==> src/rtl/pwm_pkg.sv <==
// pwm_pkg: field widths, control bit positions and holding-register type
// shared by the register file and the channel engines.
package pwm_pkg;
    localparam int PSC_W  = 10;
    localparam int PER_W  = 12;
    localparam int CTL_W  = 6;
    localparam int FLAG_N = 4;

    // control bit positions
    localparam int CB_EN    = 0;
    localparam int CB_INV   = 1;
    localparam int CB_AUTO  = 2;
    localparam int CB_STOP  = 3;
    localparam int CB_LDPSC = 4;
    localparam int CB_LDPER = 5;

    // field index == pending flag position inside a channel byte
    localparam int F_CTL = 0;
    localparam int F_PSC = 1;
    localparam int F_PER = 2;
    localparam int F_DUT = 3;

    typedef struct packed {
        logic [CTL_W-1:0] ctl;
        logic [PSC_W-1:0] psc;
        logic [PER_W-1:0] per;
        logic [PER_W-1:0] duty;
    } hold_t;
endpackage

==> src/rtl/pwm_tick.sv <==
// pwm_tick: divides the bus clock into a one-cycle enable that paces the
// timing domain. Assumes DIV >= 1; DIV == 1 ticks every clock.
module pwm_tick #(
    parameter int DIV = 4
) (
    input  logic clk,
    input  logic rst_n,
    output logic tick_o
);
    generate
        if (DIV <= 1) begin : g_always
            assign tick_o = 1'b1;
        end else begin : g_div
            localparam int CW = $clog2(DIV);
            logic [CW-1:0] cnt_q;
            // free-running divider count
            always_ff @(posedge clk) begin
                if (!rst_n)                     cnt_q <= '0;
                else if (cnt_q == CW'(DIV - 1)) cnt_q <= '0;
                else                            cnt_q <= cnt_q + 1'b1;
            end
            assign tick_o = (cnt_q == CW'(DIV - 1));
        end
    endgenerate
endmodule

==> src/rtl/pwm_regfile.sv <==
// pwm_regfile: decodes the bus, keeps the holding registers per channel,
// emits per-field write strobes and assembles the read-only status word.
// Assumes NUM_CH <= 4 and a 7-bit byte address with status at 0x40.
module pwm_regfile
    import pwm_pkg::*;
#(
    parameter int NUM_CH = 2,
    parameter int ADDR_W = 7,
    parameter int DATA_W = 32
) (
    input  logic                           clk,
    input  logic                           rst_n,
    input  logic                           we_i,
    input  logic [ADDR_W-1:0]              addr_i,
    input  logic [DATA_W-1:0]              wdata_i,
    input  logic [NUM_CH*FLAG_N-1:0]       flags_i,
    output hold_t [NUM_CH-1:0]             hold_o,
    output logic [NUM_CH-1:0][FLAG_N-1:0]  wr_o,
    output logic [DATA_W-1:0]              status_o,
    output logic [DATA_W-1:0]              rdata_o
);
    localparam logic [ADDR_W-1:0] STAT_ADDR = ADDR_W'('h40);

    logic       in_chan;
    logic [1:0] slot;
    logic [1:0] fld;

    assign in_chan = (addr_i < STAT_ADDR);
    assign slot    = addr_i[5:4];
    assign fld     = addr_i[3:2];

    generate
        for (genvar c = 0; c < NUM_CH; c++) begin : g_ch
            logic hit;
            assign hit = we_i && in_chan && (slot == 2'(c));
            for (genvar f = 0; f < FLAG_N; f++) begin : g_f
                assign wr_o[c][f] = hit && (fld == 2'(f));
            end
            // capture the written field into the holding register
            always_ff @(posedge clk) begin
                if (!rst_n) begin
                    hold_o[c] <= '0;
                end else begin
                    if (wr_o[c][F_CTL]) hold_o[c].ctl  <= wdata_i[CTL_W-1:0];
                    if (wr_o[c][F_PSC]) hold_o[c].psc  <= wdata_i[PSC_W-1:0];
                    if (wr_o[c][F_PER]) hold_o[c].per  <= wdata_i[PER_W-1:0];
                    if (wr_o[c][F_DUT]) hold_o[c].duty <= wdata_i[PER_W-1:0];
                end
            end
        end
    endgenerate

    // place each channel's flags in its own status byte
    always_comb begin
        status_o = '0;
        for (int n = 0; n < NUM_CH; n++) begin
            status_o[8*n +: FLAG_N] = flags_i[FLAG_N*n +: FLAG_N];
        end
    end

    // read multiplexer, zero for unused slots
    always_comb begin
        rdata_o = '0;
        if (addr_i == STAT_ADDR) begin
            rdata_o = status_o;
        end else if (in_chan) begin
            for (int n = 0; n < NUM_CH; n++) begin
                if (slot == 2'(n)) begin
                    case (fld)
                        2'd0:    rdata_o = DATA_W'(hold_o[n].ctl);
                        2'd1:    rdata_o = DATA_W'(hold_o[n].psc);
                        2'd2:    rdata_o = DATA_W'(hold_o[n].per);
                        default: rdata_o = DATA_W'(hold_o[n].duty);
                    endcase
                end
            end
        end
    end
endmodule

==> src/rtl/pwm_channel.sv <==
// pwm_channel: one PWM engine. Tracks pending transfers from the holding
// register, copies values into the active set on a tick (or at the period
// wrap in autoload mode) and runs prescaler, period counter and comparator.
// Assumes tick_i is a single-cycle enable from the bus clock domain.
module pwm_channel
    import pwm_pkg::*;
(
    input  logic              clk,
    input  logic              rst_n,
    input  logic              tick_i,
    input  hold_t             hold_i,
    input  logic [FLAG_N-1:0] wr_i,
    output logic [FLAG_N-1:0] flags_o,
    output logic              pwm_o
);
    hold_t             act_q;
    logic              run_q;
    logic [PSC_W-1:0]  pcnt_q;
    logic [PER_W-1:0]  cnt_q;
    logic [FLAG_N-1:0] wait_q, s1_q, s2_q, take;
    logic              last_sub, wrap, hold_ok;

    assign last_sub = (pcnt_q >= act_q.psc);
    assign wrap     = tick_i && run_q && last_sub && (cnt_q >= act_q.per);

    // decide which pending fields transfer this cycle
    always_comb begin
        hold_ok     = !act_q.ctl[CB_AUTO] || !run_q || wrap;
        take[F_CTL] = tick_i && wait_q[F_CTL];
        take[F_PSC] = tick_i && wait_q[F_PSC] && (hold_ok || act_q.ctl[CB_LDPSC]);
        take[F_PER] = tick_i && wait_q[F_PER] && (hold_ok || act_q.ctl[CB_LDPER]);
        take[F_DUT] = tick_i && wait_q[F_DUT] && hold_ok;
    end

    // pending flags: wait for transfer, then two ticks of settling
    always_ff @(posedge clk) begin
        if (!rst_n) begin
            wait_q <= '0;
            s1_q   <= '0;
            s2_q   <= '0;
        end else begin
            wait_q <= (wait_q & ~take) | wr_i;
            if (tick_i) begin
                s1_q <= take;
                s2_q <= s1_q;
            end
        end
    end
    assign flags_o = wait_q | s1_q | s2_q;

    // copy taken fields into the active set
    always_ff @(posedge clk) begin
        if (!rst_n) begin
            act_q <= '0;
        end else begin
            if (take[F_CTL]) act_q.ctl  <= hold_i.ctl;
            if (take[F_PSC]) act_q.psc  <= hold_i.psc;
            if (take[F_PER]) act_q.per  <= hold_i.per;
            if (take[F_DUT]) act_q.duty <= hold_i.duty;
        end
    end

    // prescaler, period counter and run state
    always_ff @(posedge clk) begin
        if (!rst_n) begin
            run_q  <= 1'b0;
            pcnt_q <= '0;
            cnt_q  <= '0;
        end else if (tick_i) begin
            if (!act_q.ctl[CB_EN] && act_q.ctl[CB_STOP]) begin
                run_q  <= 1'b0;
                pcnt_q <= '0;
                cnt_q  <= '0;
            end else if (!run_q) begin
                run_q  <= act_q.ctl[CB_EN];
                pcnt_q <= '0;
                cnt_q  <= '0;
            end else if (last_sub) begin
                pcnt_q <= '0;
                if (cnt_q >= act_q.per) begin
                    cnt_q <= '0;
                    if (!act_q.ctl[CB_EN]) run_q <= 1'b0;
                end else begin
                    cnt_q <= cnt_q + 1'b1;
                end
            end else begin
                pcnt_q <= pcnt_q + 1'b1;
            end
        end
    end

    assign pwm_o = (run_q && (cnt_q < act_q.duty)) ^ act_q.ctl[CB_INV];
endmodule

==> src/rtl/pwm_dual.sv <==
// pwm_dual: top of the two-channel PWM. Connects the bus register file,
// the timing tick and one engine per channel. Assumes NUM_CH <= 4.
module pwm_dual
    import pwm_pkg::*;
#(
    parameter int NUM_CH   = 2,
    parameter int TICK_DIV = 4
) (
    input  logic              clk,
    input  logic              rst_n,
    input  logic              bus_we,
    input  logic [6:0]        bus_addr,
    input  logic [31:0]       bus_wdata,
    output logic [31:0]       bus_rdata,
    output logic [NUM_CH-1:0] pwm_out
);
    localparam int FLAGS_W = NUM_CH * FLAG_N;

    logic                          tick;
    hold_t [NUM_CH-1:0]            hold;
    logic [NUM_CH-1:0][FLAG_N-1:0] wr;
    logic [FLAGS_W-1:0]            flags;
    logic [31:0]                   stat_word;

    pwm_tick #(.DIV(TICK_DIV)) i_tick (
        .clk(clk), .rst_n(rst_n), .tick_o(tick)
    );

    pwm_regfile #(.NUM_CH(NUM_CH), .ADDR_W(7), .DATA_W(32)) i_regs (
        .clk(clk), .rst_n(rst_n), .we_i(bus_we), .addr_i(bus_addr),
        .wdata_i(bus_wdata), .flags_i(flags), .hold_o(hold), .wr_o(wr),
        .status_o(stat_word), .rdata_o(bus_rdata)
    );

    generate
        for (genvar c = 0; c < NUM_CH; c++) begin : g_chan
            pwm_channel i_chan (
                .clk(clk), .rst_n(rst_n), .tick_i(tick), .hold_i(hold[c]),
                .wr_i(wr[c]), .flags_o(flags[FLAG_N*c +: FLAG_N]),
                .pwm_o(pwm_out[c])
            );
        end
    endgenerate
endmodule

==> config.mk <==
export PLATFORM = sky130hd
export DESIGN_NAME = pwm_dual
export DESIGN_NICKNAME = d
export VERILOG_FILES = /design/src/rtl/pwm_pkg.sv /design/src/rtl/pwm_tick.sv /design/src/rtl/pwm_regfile.sv /design/src/rtl/pwm_channel.sv /design/src/rtl/pwm_dual.sv
export SDC_FILE = /design/constraint.sdc
export NUM_CORES = 1
export LEC_CHECK = 0
export CAP_MARGIN = 30
export CORE_ASPECT_RATIO = 1.75
export CORE_MARGIN = 3
export CORE_UTILIZATION = 35
export CTS_CLUSTER_DIAMETER = 200
export CTS_CLUSTER_SIZE = 16
export DETAILED_ROUTE_END_ITERATION = 6
export PLACE_DENSITY = 0.59
export SLEW_MARGIN = 20
export SYNTH_ARGS = -nofsm -noshare
export SYNTH_HDL_FRONTEND = slang
export SYNTH_SLANG_ARGS = --single-unit
export TNS_END_PERCENT = 20
==> constraint.sdc <==
create_clock -name clk -period 2.65 [get_ports clk]
set_clock_uncertainty 0.1 [all_clocks]
set_input_delay 0.6625 -clock clk [delete_from_list [all_inputs] [get_ports clk]]
set_output_delay 0.6625 -clock clk [all_outputs]
set_load 0.02 [all_outputs]
==> impl_summary.md, run 1 <==
GRT
The leftover overflow at the end of global routing is 0. The via count of the first global-routing pass is 9669. Entering global routing, the biggest net connects 87 pins. The initial antenna violation count is 1. Global routing consumed, over all layers together, 18.8% of the routing resources.

The global-route wire length before repair is 54200 microns.

STA
The highest clock rate is 323 MHz. The minimum setup slack in the final design is -0.442 ns. The transition time at the pin with the least slew margin is 0.672 ns.

The worst slew margin relative to its limit is 55.2%. Dividing the final minimum period by the clock period gives 117%. The number of hold violations in the final report is 0. The final critical-path required period is 3.09 ns. Setup repair after global routing could not meet its margin everywhere. The number of endpoints failing setup at the final stage is 12. The number of max-slew violations in the final report is 0.

Yosys
The main flop type after synthesis is sky130_fd_sc_hd__dfxtp_1. For this run, asynchronously set or reset flops after synthesis account for 0%. Synthesis handed over a netlist of 1398 instances. The top cell type's share of synthesized area is 39.1%. The cell area after synthesis is 11900 sq um.

After synthesis, the largest family of logic cells by area is simple AND/OR/NAND/NOR gates. The flip-flop and latch count after synthesis is 232. The average instance in the mapped netlist occupies 8.49 sq um. The count of flip-flops with a built-in enable after synthesis is 0. Ranked by total cell area, the synthesized netlist is headed by sky130_fd_sc_hd__dfxtp_1 39%, sky130_fd_sc_hd__nand2_1 10%, sky130_fd_sc_hd__ha_1 7.5%, sky130_fd_sc_hd__mux2i_1 7.0%, sky130_fd_sc_hd__a21boi_0 6.8%. The number of unique standard cell types used by synthesis is 59. The adder and majority cell fraction of the synthesized area is 7.49%. The cell taking the most area after synthesis is sky130_fd_sc_hd__dfxtp_1.

sky130_fd_sc_hd__nand2_1 is the most common cell in the netlist. After synthesis, the share of cell area in mux cells is 9.66%. The share of the synthesized netlist area taken by xor and xnor gates is 2.81%. The synthesized netlist devotes 13.7% of its cell area to compound gates. Summing the areas of all and, or, nand and nor instances in the mapped netlist gives 20.4% of the synthesized area. Sorting the synthesized cells by how often they occur yields 325 x sky130_fd_sc_hd__nand2_1, 232 x sky130_fd_sc_hd__dfxtp_1, 107 x sky130_fd_sc_hd__a21boi_0. The sequential share of the synthesized area is 39.1%. The yosys synthesis warning count is 0.

Finish
Once layout is complete, the cells apart from fillers number 1964. Of the cells placed in the final design, the portion with a size suffix greater than 1 is 19.8%. The fill cell instance count of the final layout is 3336. The number of nets in the finished design is 1627. The number of antenna repair diodes is 0.

Compared with the post-synthesis result, the final layout area differs by 22.5%.

Setup path
The critical path is of the reg2out type. The depth of the worst register-to-register path is 12. The element type at the critical path start is a flip-flop. Of all nets on the critical path, the largest fanout is 2.

STA puts the critical path data arrival time at 2.33 ns. The worst setup path is captured at an output pin. The worst endpoint required time is 1.89 ns. In this run the critical register-to-register path is captured at g_chan[0].i_chan.act_q[12]$_SDFFE_PN0P_.

The startpoint of the worst-slack reg-to-reg timing path is g_chan[0].i_chan.cnt_q[1]$_SDFFE_PN0P_. Across all register-to-register paths, the minimum setup slack is -0.07 ns.

Place
The estimated wirelength of the detail-placed design is 26500 microns. The routability congestion estimate is 0.906. Before CTS, the worst setup slack after placement is -1.11 ns. After detailed placement, the design holds a cell count of 1929. The total of buffers placed on input and output ports is 35.

Clock network
CTS saw 232 sinks. The total number of H-tree levels is 1. The TritonCTS clock tree is done. For this design, the CTS-stage hold fixing added 0 buffers.

The root buffer cell chosen for the clock tree is sky130_fd_sc_hd__clkbuf_16. The TritonCTS buffer count is 18. The clock slew seen by the registers of the worst setup and hold paths is 0.07 ns.

The latest clock arrival within the worst-skew pair is 0.51 ns. The clock passes through at most 3 buffers.

Routing
After detailed routing, the average wire length per cell comes to 17.8 microns. Once detail routing completed, the nets flagged for antenna violations numbered 0. The total wire length is 34900 microns. The first routing iteration left 573 violations.

The detail-routed via count per cell is 4.98. For this run, the detailed router's first-pass iteration total came to 5. After detailed routing, the number of remaining DRC violations is 0. Detailed routing inserted a total of 9778 vias.

Job
The count of max-cap constraint violations is 0.

Floorplan
The floorplan step defined a die boundary enclosing 36200 sq um. After floorplanning, the core was sized to cover 33300 sq um. The die is 145 microns wide. The count of standard-cell rows is 88. In this run the vertical extent of the chip is 250 microns.

Once the floorplan was initialized, standard cells occupied 35.7% of the core. 76 I/O pins were placed.

Run status
The run finished, with violations left. The checks that failed: setup timing.

Power and ir drop
Dividing total power by cell area gives a power density of 452 nW/um^2. For this design the static power due to leakage is 5.40 nW. IR analysis of the VDD net gives a maximum drop of 289 uV.

Min path
The endpoint of the worst hold path is i_tick.g_div.cnt_q[0]$_SDFF_PP0_. The path class of the tightest hold or removal check is reg2reg. The worst hold path cell count is 1. The startpoint of the lowest-slack hold path is i_tick.g_div.cnt_q[0]$_SDFF_PP0_.
## repair_timing
item,4_1_cts,5_1_grt
endpoints found under the hold margin,0,0
setup endpoints to repair,116,109
cloned,1,0
pin swaps,25,23
buffers inserted,14,4
resized for setup,186,48
## layout make-up
type	count	area (sq um)	area share, %
Inverter	74	278	1.91
Sequential cell	232	4670	32.1
Clock buffer	19	475	3.27
Clock inverter	1	8.76	0.0603
Timing Repair Buffer	176	1540	10.6
Multi-Input combinational cell	1012	6990	48.1
Tap cell	450	563	3.88
## worst max path at each step
stage	from	slack [ns]	end
2_1_floorplan	bus_addr[2]	-0.11	bus_rdata[9]
3_3_place_gp	bus_addr[3]	-1.09	bus_rdata[9]
3_5_place_dp	bus_addr[3]	-1.11	bus_rdata[9]
4_1_cts	g_chan[1].i_chan.act_q[6]$_SDFFE_PN0P_	-0.53	pwm_out[1]
5_1_grt	g_chan[1].i_chan.act_q[4]$_SDFFE_PN0P_	-0.54	pwm_out[1]
6_report	g_chan[1].i_chan.act_q[5]$_SDFFE_PN0P_	-0.44	pwm_out[1]
## flip-flops by register name, summed over array words and instances (netlist names)
| register | flops |
|---|---|
| g_chan.i_chan.act_q | 80 |
| i_regs.hold_o | 80 |
| g_chan.i_chan.cnt_q | 24 |
| g_chan.i_chan.pcnt_q | 20 |
| g_chan.i_chan.s1_q | 8 |
| g_chan.i_chan.s2_q | 8 |
| g_chan.i_chan.wait_q | 8 |
| g_chan.i_chan.run_q | 2 |
| i_tick.g_div.cnt_q | 2 |
## layer usage
metal	vias up	track usage [%]	wire, microns
li1	4908	-	-
met1	4555	19.3	12900
met2	210	35.7	18500
met3	103	2.31	1240
met4	2	11.7	2290
met5	-	0	7
## through the flow
stage                     hold slack [ns]  power [W]  cell area, sq um  util [%]  TNS, ns
final                               0.331    0.00657             14500      43.7    -1.16
after global routing                0.354    0.00679             14500      43.7    -2.11
after CTS                           0.333    0.00664             14300      43.1    -1.01
after detailed placement            0.322    0.00404             13400      40.2   -28.64
after global placement              0.314    0.00403             13400      40.2   -24.23
after floorplan                     0.298    0.00387             11900         -   -0.673
## where the power goes
group | switching, W | total [W] | leakage (nW) | internal, W
registers | 0.0000163 | 0.00352 | 1.88 | 0.00350
logic | 0.000297 | 0.000488 | 3.28 | 0.000191
clock network | 0.00128 | 0.00256 | 0.239 | 0.00128
## layout by cell type (no fill, tap or decap), drive strengths merged, types with 4 or more instances in the layout
cell / count
and4: 4
a31oi: 8
clkdlybuf4s50: 13
a221oi: 9
nand2b: 5
mux4: 10
buf: 159
nand3: 46
conb: 20
xor2: 19
a21boi: 107
mux2: 8
a21o: 15
nand2: 325
and2: 5
mux2i: 83
nand4: 17
o22ai: 4
ha: 71
o21a: 10
clkbuf: 19
a211oi: 9
nor2: 74
a21oi: 12
xnor2: 19
nor3: 21
and3: 9
inv: 74
o21ai: 37
dfxtp: 232
nor2b: 39
## logic make-up (layout without fill, tap and decap cells)
group           Yosys count  in the layout
compound gates          227            228
other cells               1             20
flops                   232            232
fa+ha+maj                71             71
mux                     101            101
xor+xnor                 38             38
buf+inv                 174            270
simple gates            554            554
## critical path: stages (launching register included)
cell and delay [ns]:
sky130_fd_sc_hd__dfxtp_2 0.35, sky130_fd_sc_hd__inv_2 0.05, sky130_fd_sc_hd__ha_4 0.26, sky130_fd_sc_hd__and4_4 0.24, sky130_fd_sc_hd__o21ai_2 0.06, sky130_fd_sc_hd__a21o_1 0.19, sky130_fd_sc_hd__a31oi_1 0.15, sky130_fd_sc_hd__o21a_1 0.23
sky130_fd_sc_hd__xnor2_2 0.16, sky130_fd_sc_hd__buf_6 0.15
Power figures use the tool's default switching activity.
==> run 2: changes to the inputs <==
- CORE_MARGIN: 3 -> 8
==> run 2 against run 1 <==
Net effect: the flow still finishes with violations (setup timing); design area grew 3.5%; count of clock-buffer cells in the layout unchanged; hold slack better by 0.0090 ns; flip-flop and latch count unchanged; critical endpoint unchanged; utilization rose by 1.2 points; global-route usage down 1.2 points; largest power group unchanged.
==> impl_summary.md, run 2 (synthesized netlist as in run 1, its figures left out) <==
Run status
The flow ran to the end, but the final reports show violations. The checks that failed: setup timing.

Routing
The first-iteration detailed-routing DRC count was 463 (-19%). The residual antenna-violating net count after detailed routing was 0 (unchanged). The total wire length is 35900 microns (+2.9%).

The detail-routed via count per cell was 5.02 (+0.89%). The mean routed wirelength per cell is 18.1 microns (+1.9%). The remaining routing DRC violations came to 0 (unchanged). The first-pass iteration count of the detailed router was 5 (unchanged).

The via count was 9955 (+1.8%).

Setup path
The critical path class is reg2out. The depth of the worst register-to-register path came to 11 (-1). The element type at the critical path start is a flip-flop. The data arrival time at the worst-slack endpoint is 2.37 ns (+0.04 ns). The terminus of the critical flop-to-flop path is g_chan[1].i_chan.wait_q[2]$_SDFF_PN0_. The largest fanout on the critical path came to 2 (unchanged). The worst endpoint required time was 1.89 ns (about the same). The register-to-register setup slack came to 0.05 ns (+0.12 ns). The sort of element at the end of the critical path is an output pin. The startpoint of the worst-slack reg-to-reg timing path is g_chan[1].i_chan.cnt_q[7]$_SDFFE_PN0P_.

Finish
Leaving out fill and tap cells, the most frequent cell in the layout is sky130_fd_sc_hd__nand2_1. The fill cell instance count of the final layout was 3217 (-3.6%). The number of standard cells in the final layout excluding fillers came to 1982 (+0.92%). The final non-filler cell area is 15000 sq um (+3.5%). From synthesis to final layout, the design area changed by 26.8%. The ratio of cells with drive above 1 in the final layout is 20.5% (+0.70 points). The number of nets in the finished design was 1639 (+0.74%). The largest registers in the layout are g_chan.i_chan.act_q (80), i_regs.hold_o (80), g_chan.i_chan.cnt_q (24).

In the layout the commonest cells are 324 x sky130_fd_sc_hd__nand2_1, 220 x sky130_fd_sc_hd__dfxtp_1, 119 x sky130_fd_sc_hd__buf_4, 106 x sky130_fd_sc_hd__a21boi_0, 79 x sky130_fd_sc_hd__mux2i_1.

Floorplan
The floorplan die width came to 155 microns (+6.9%). The die height is 260 microns (+4.0%). The die area is 40300 sq um (+11%). The placeable core region is 33500 sq um (+0.80%). The count of standard-cell rows is 89 (+1.1%). The number of ports placed on the die boundary is 76 (unchanged).

The initial standard-cell utilization of the core was 35.4% (-0.28 points).

STA
The number of max-slew violations in the final report came to 0 (unchanged). The number of endpoints failing setup at the final stage is 14 (+2). The worst slew margin relative to its limit was 58.6% (+3.4 points).

The transition time at the pin with the least slew margin came to 0.617 ns (-0.0553 ns). The post-route fraction of the period consumed by the critical path is 118% (+1.7 points). The final critical-path required period is 3.14 ns (+0.0441 ns). The setup TNS after final layout is -2.16 ns (-1.00 ns). The minimum setup slack in the final design is -0.486 ns (-0.0441 ns). The number of hold violations in the final report is 0 (unchanged).

Setup repair after global routing could not meet its margin everywhere. The post-route worst hold slack is 0.340 ns (+0.00900 ns). The highest clock rate is 319 MHz (-1.4%).

GRT
The via count of the first global-routing pass is 9948 (+2.9%). The leftover overflow at the end of global routing came to 0 (unchanged). The aggregate global-route resource usage is 17.5% (-1.2 points). The maximum number of pins on one net before global-route repair is 76 (-13%).

The initial antenna violation count came to 1 (unchanged). The global-route wire length before repair is 55400 microns (+2.2%).

Place
The number of placed cells counting well taps came to 1937 (+0.41%). The total of buffers placed on input and output ports is 35 (unchanged). The routability congestion estimate is 0.979 (+8.1%). The estimated wirelength of the detail-placed design came to 26400 microns (-0.18%). The worst setup timing slack at the placement stage was -1.07 ns (+0.0403 ns). The placed standard-cell area is 13500 sq um (+0.96%).

Power and ir drop
The reported leakage power is 5.59 nW (+3.5%). The power density over the cells is 441 nW/um^2 (-2.3%). The maximum resistive drop on vdd was 385 uV (+33%).

Min path
The endpoint of the worst hold path is i_tick.g_div.cnt_q[0]$_SDFF_PP0_. The class of the tightest hold or removal check is reg2reg. In this run the most critical hold path is launched from i_tick.g_div.cnt_q[0]$_SDFF_PP0_.

The worst hold path cell count is 1 (unchanged).

Clock network
The clock slew seen by the registers of the worst setup and hold paths is 0.08 ns (about the same). The TritonCTS buffer count came to 18 (unchanged). The cell at the root of the clock tree is sky130_fd_sc_hd__clkbuf_16. The latest clock arrival within the worst-skew pair is 0.52 ns (about the same). The number of hold buffers added after cts is 0 (unchanged). The worst-case clock buffer depth was 3 (unchanged). The total number of H-tree levels was 1 (unchanged). The sink count of the clock tree was 232 (unchanged). TritonCTS built the clock tree.

Job
The count of max-cap constraint violations is 0 (unchanged).
run 2: cell count changes in the layout (fill, tap and decap cells not counted), sizes merged:
cell and delta:
buf +11, dlygate4sd2 -1, diode +1, dlymetal6s2s +2
run 2: final cells by class:
type | count | area [sq um] | area share [%]
flip-flops and latches | 232 | 4660 | 31.0
inverters | 74 | 278 | 1.85
diodes | 1 | 2.50 | 0.0166
clock inverters | 1 | 8.76 | 0.0582
repair buffers | 188 | 1860 | 12.3
well taps | 455 | 569 | 3.79
multi-input cells | 1012 | 7190 | 47.8
clock buffers | 19 | 475 | 3.16
run 2: routing by layer:
metal	vias up	track usage, %	wire length, microns	part of all wire [%]
met5	-	0	0	0
met4	0	11.9	2370	6.6
met3	109	1.81	1250	3.5
met2	241	33.3	19100	53
met1	4683	17.7	13200	37
li1	4922	-	-	-
run 2: worst max-delay path by stage:
stage / from / end / slack, ns / cells past startpoint
6_report: g_chan[1].i_chan.act_q[7]$_SDFFE_PN0P_ / pwm_out[1] / -0.49 / 10
5_1_grt: g_chan[1].i_chan.act_q[7]$_SDFFE_PN0P_ / pwm_out[1] / -0.56 / 10
4_1_cts: g_chan[1].i_chan.act_q[7]$_SDFFE_PN0P_ / pwm_out[1] / -0.56 / 10
3_5_place_dp: bus_addr[2] / bus_rdata[9] / -1.07 / 7
3_3_place_gp: bus_addr[2] / bus_rdata[9] / -1.07 / 7
2_1_floorplan: bus_addr[2] / bus_rdata[9] / -0.11 / 4
run 2: metrics by stage:
step / utilization, % / power [W]
global route: 44.9 / 0.00686
floorplan: - / 0.00387
global placement: 40.2 / 0.00406
finish: 44.9 / 0.00664
detailed placement: 40.2 / 0.00407
CTS: 44.0 / 0.00667
run 2: timing repair:
| item | CTS | global route |
|---|---|---|
| endpoints found under the setup margin | 110 | 91 |
| setup buffers | 14 | 10 |
| resized for setup | 219 | 43 |
| cloned | 4 | 0 |
| pin swaps | 40 | 32 |
run 2: power by group:
group	total [W]	switching (W)	internal, W
clock	0.00255	0.00128	0.00128
sequential	0.00352	0.0000158	0.00350
combinational	0.000571	0.000328	0.000243
run 2: worst max-delay path, stage by stage (launching register included):
cell and delay (ns):
sky130_fd_sc_hd__dfxtp_2 0.35, sky130_fd_sc_hd__inv_2 0.05, sky130_fd_sc_hd__ha_4 0.26, sky130_fd_sc_hd__and4_4 0.21, sky130_fd_sc_hd__o21ai_2 0.06, sky130_fd_sc_hd__a21o_1 0.21
sky130_fd_sc_hd__a31oi_1 0.17, sky130_fd_sc_hd__o21a_1 0.14, sky130_fd_sc_hd__xnor2_1 0.12, sky130_fd_sc_hd__buf_4 0.16, sky130_fd_sc_hd__buf_6 0.11
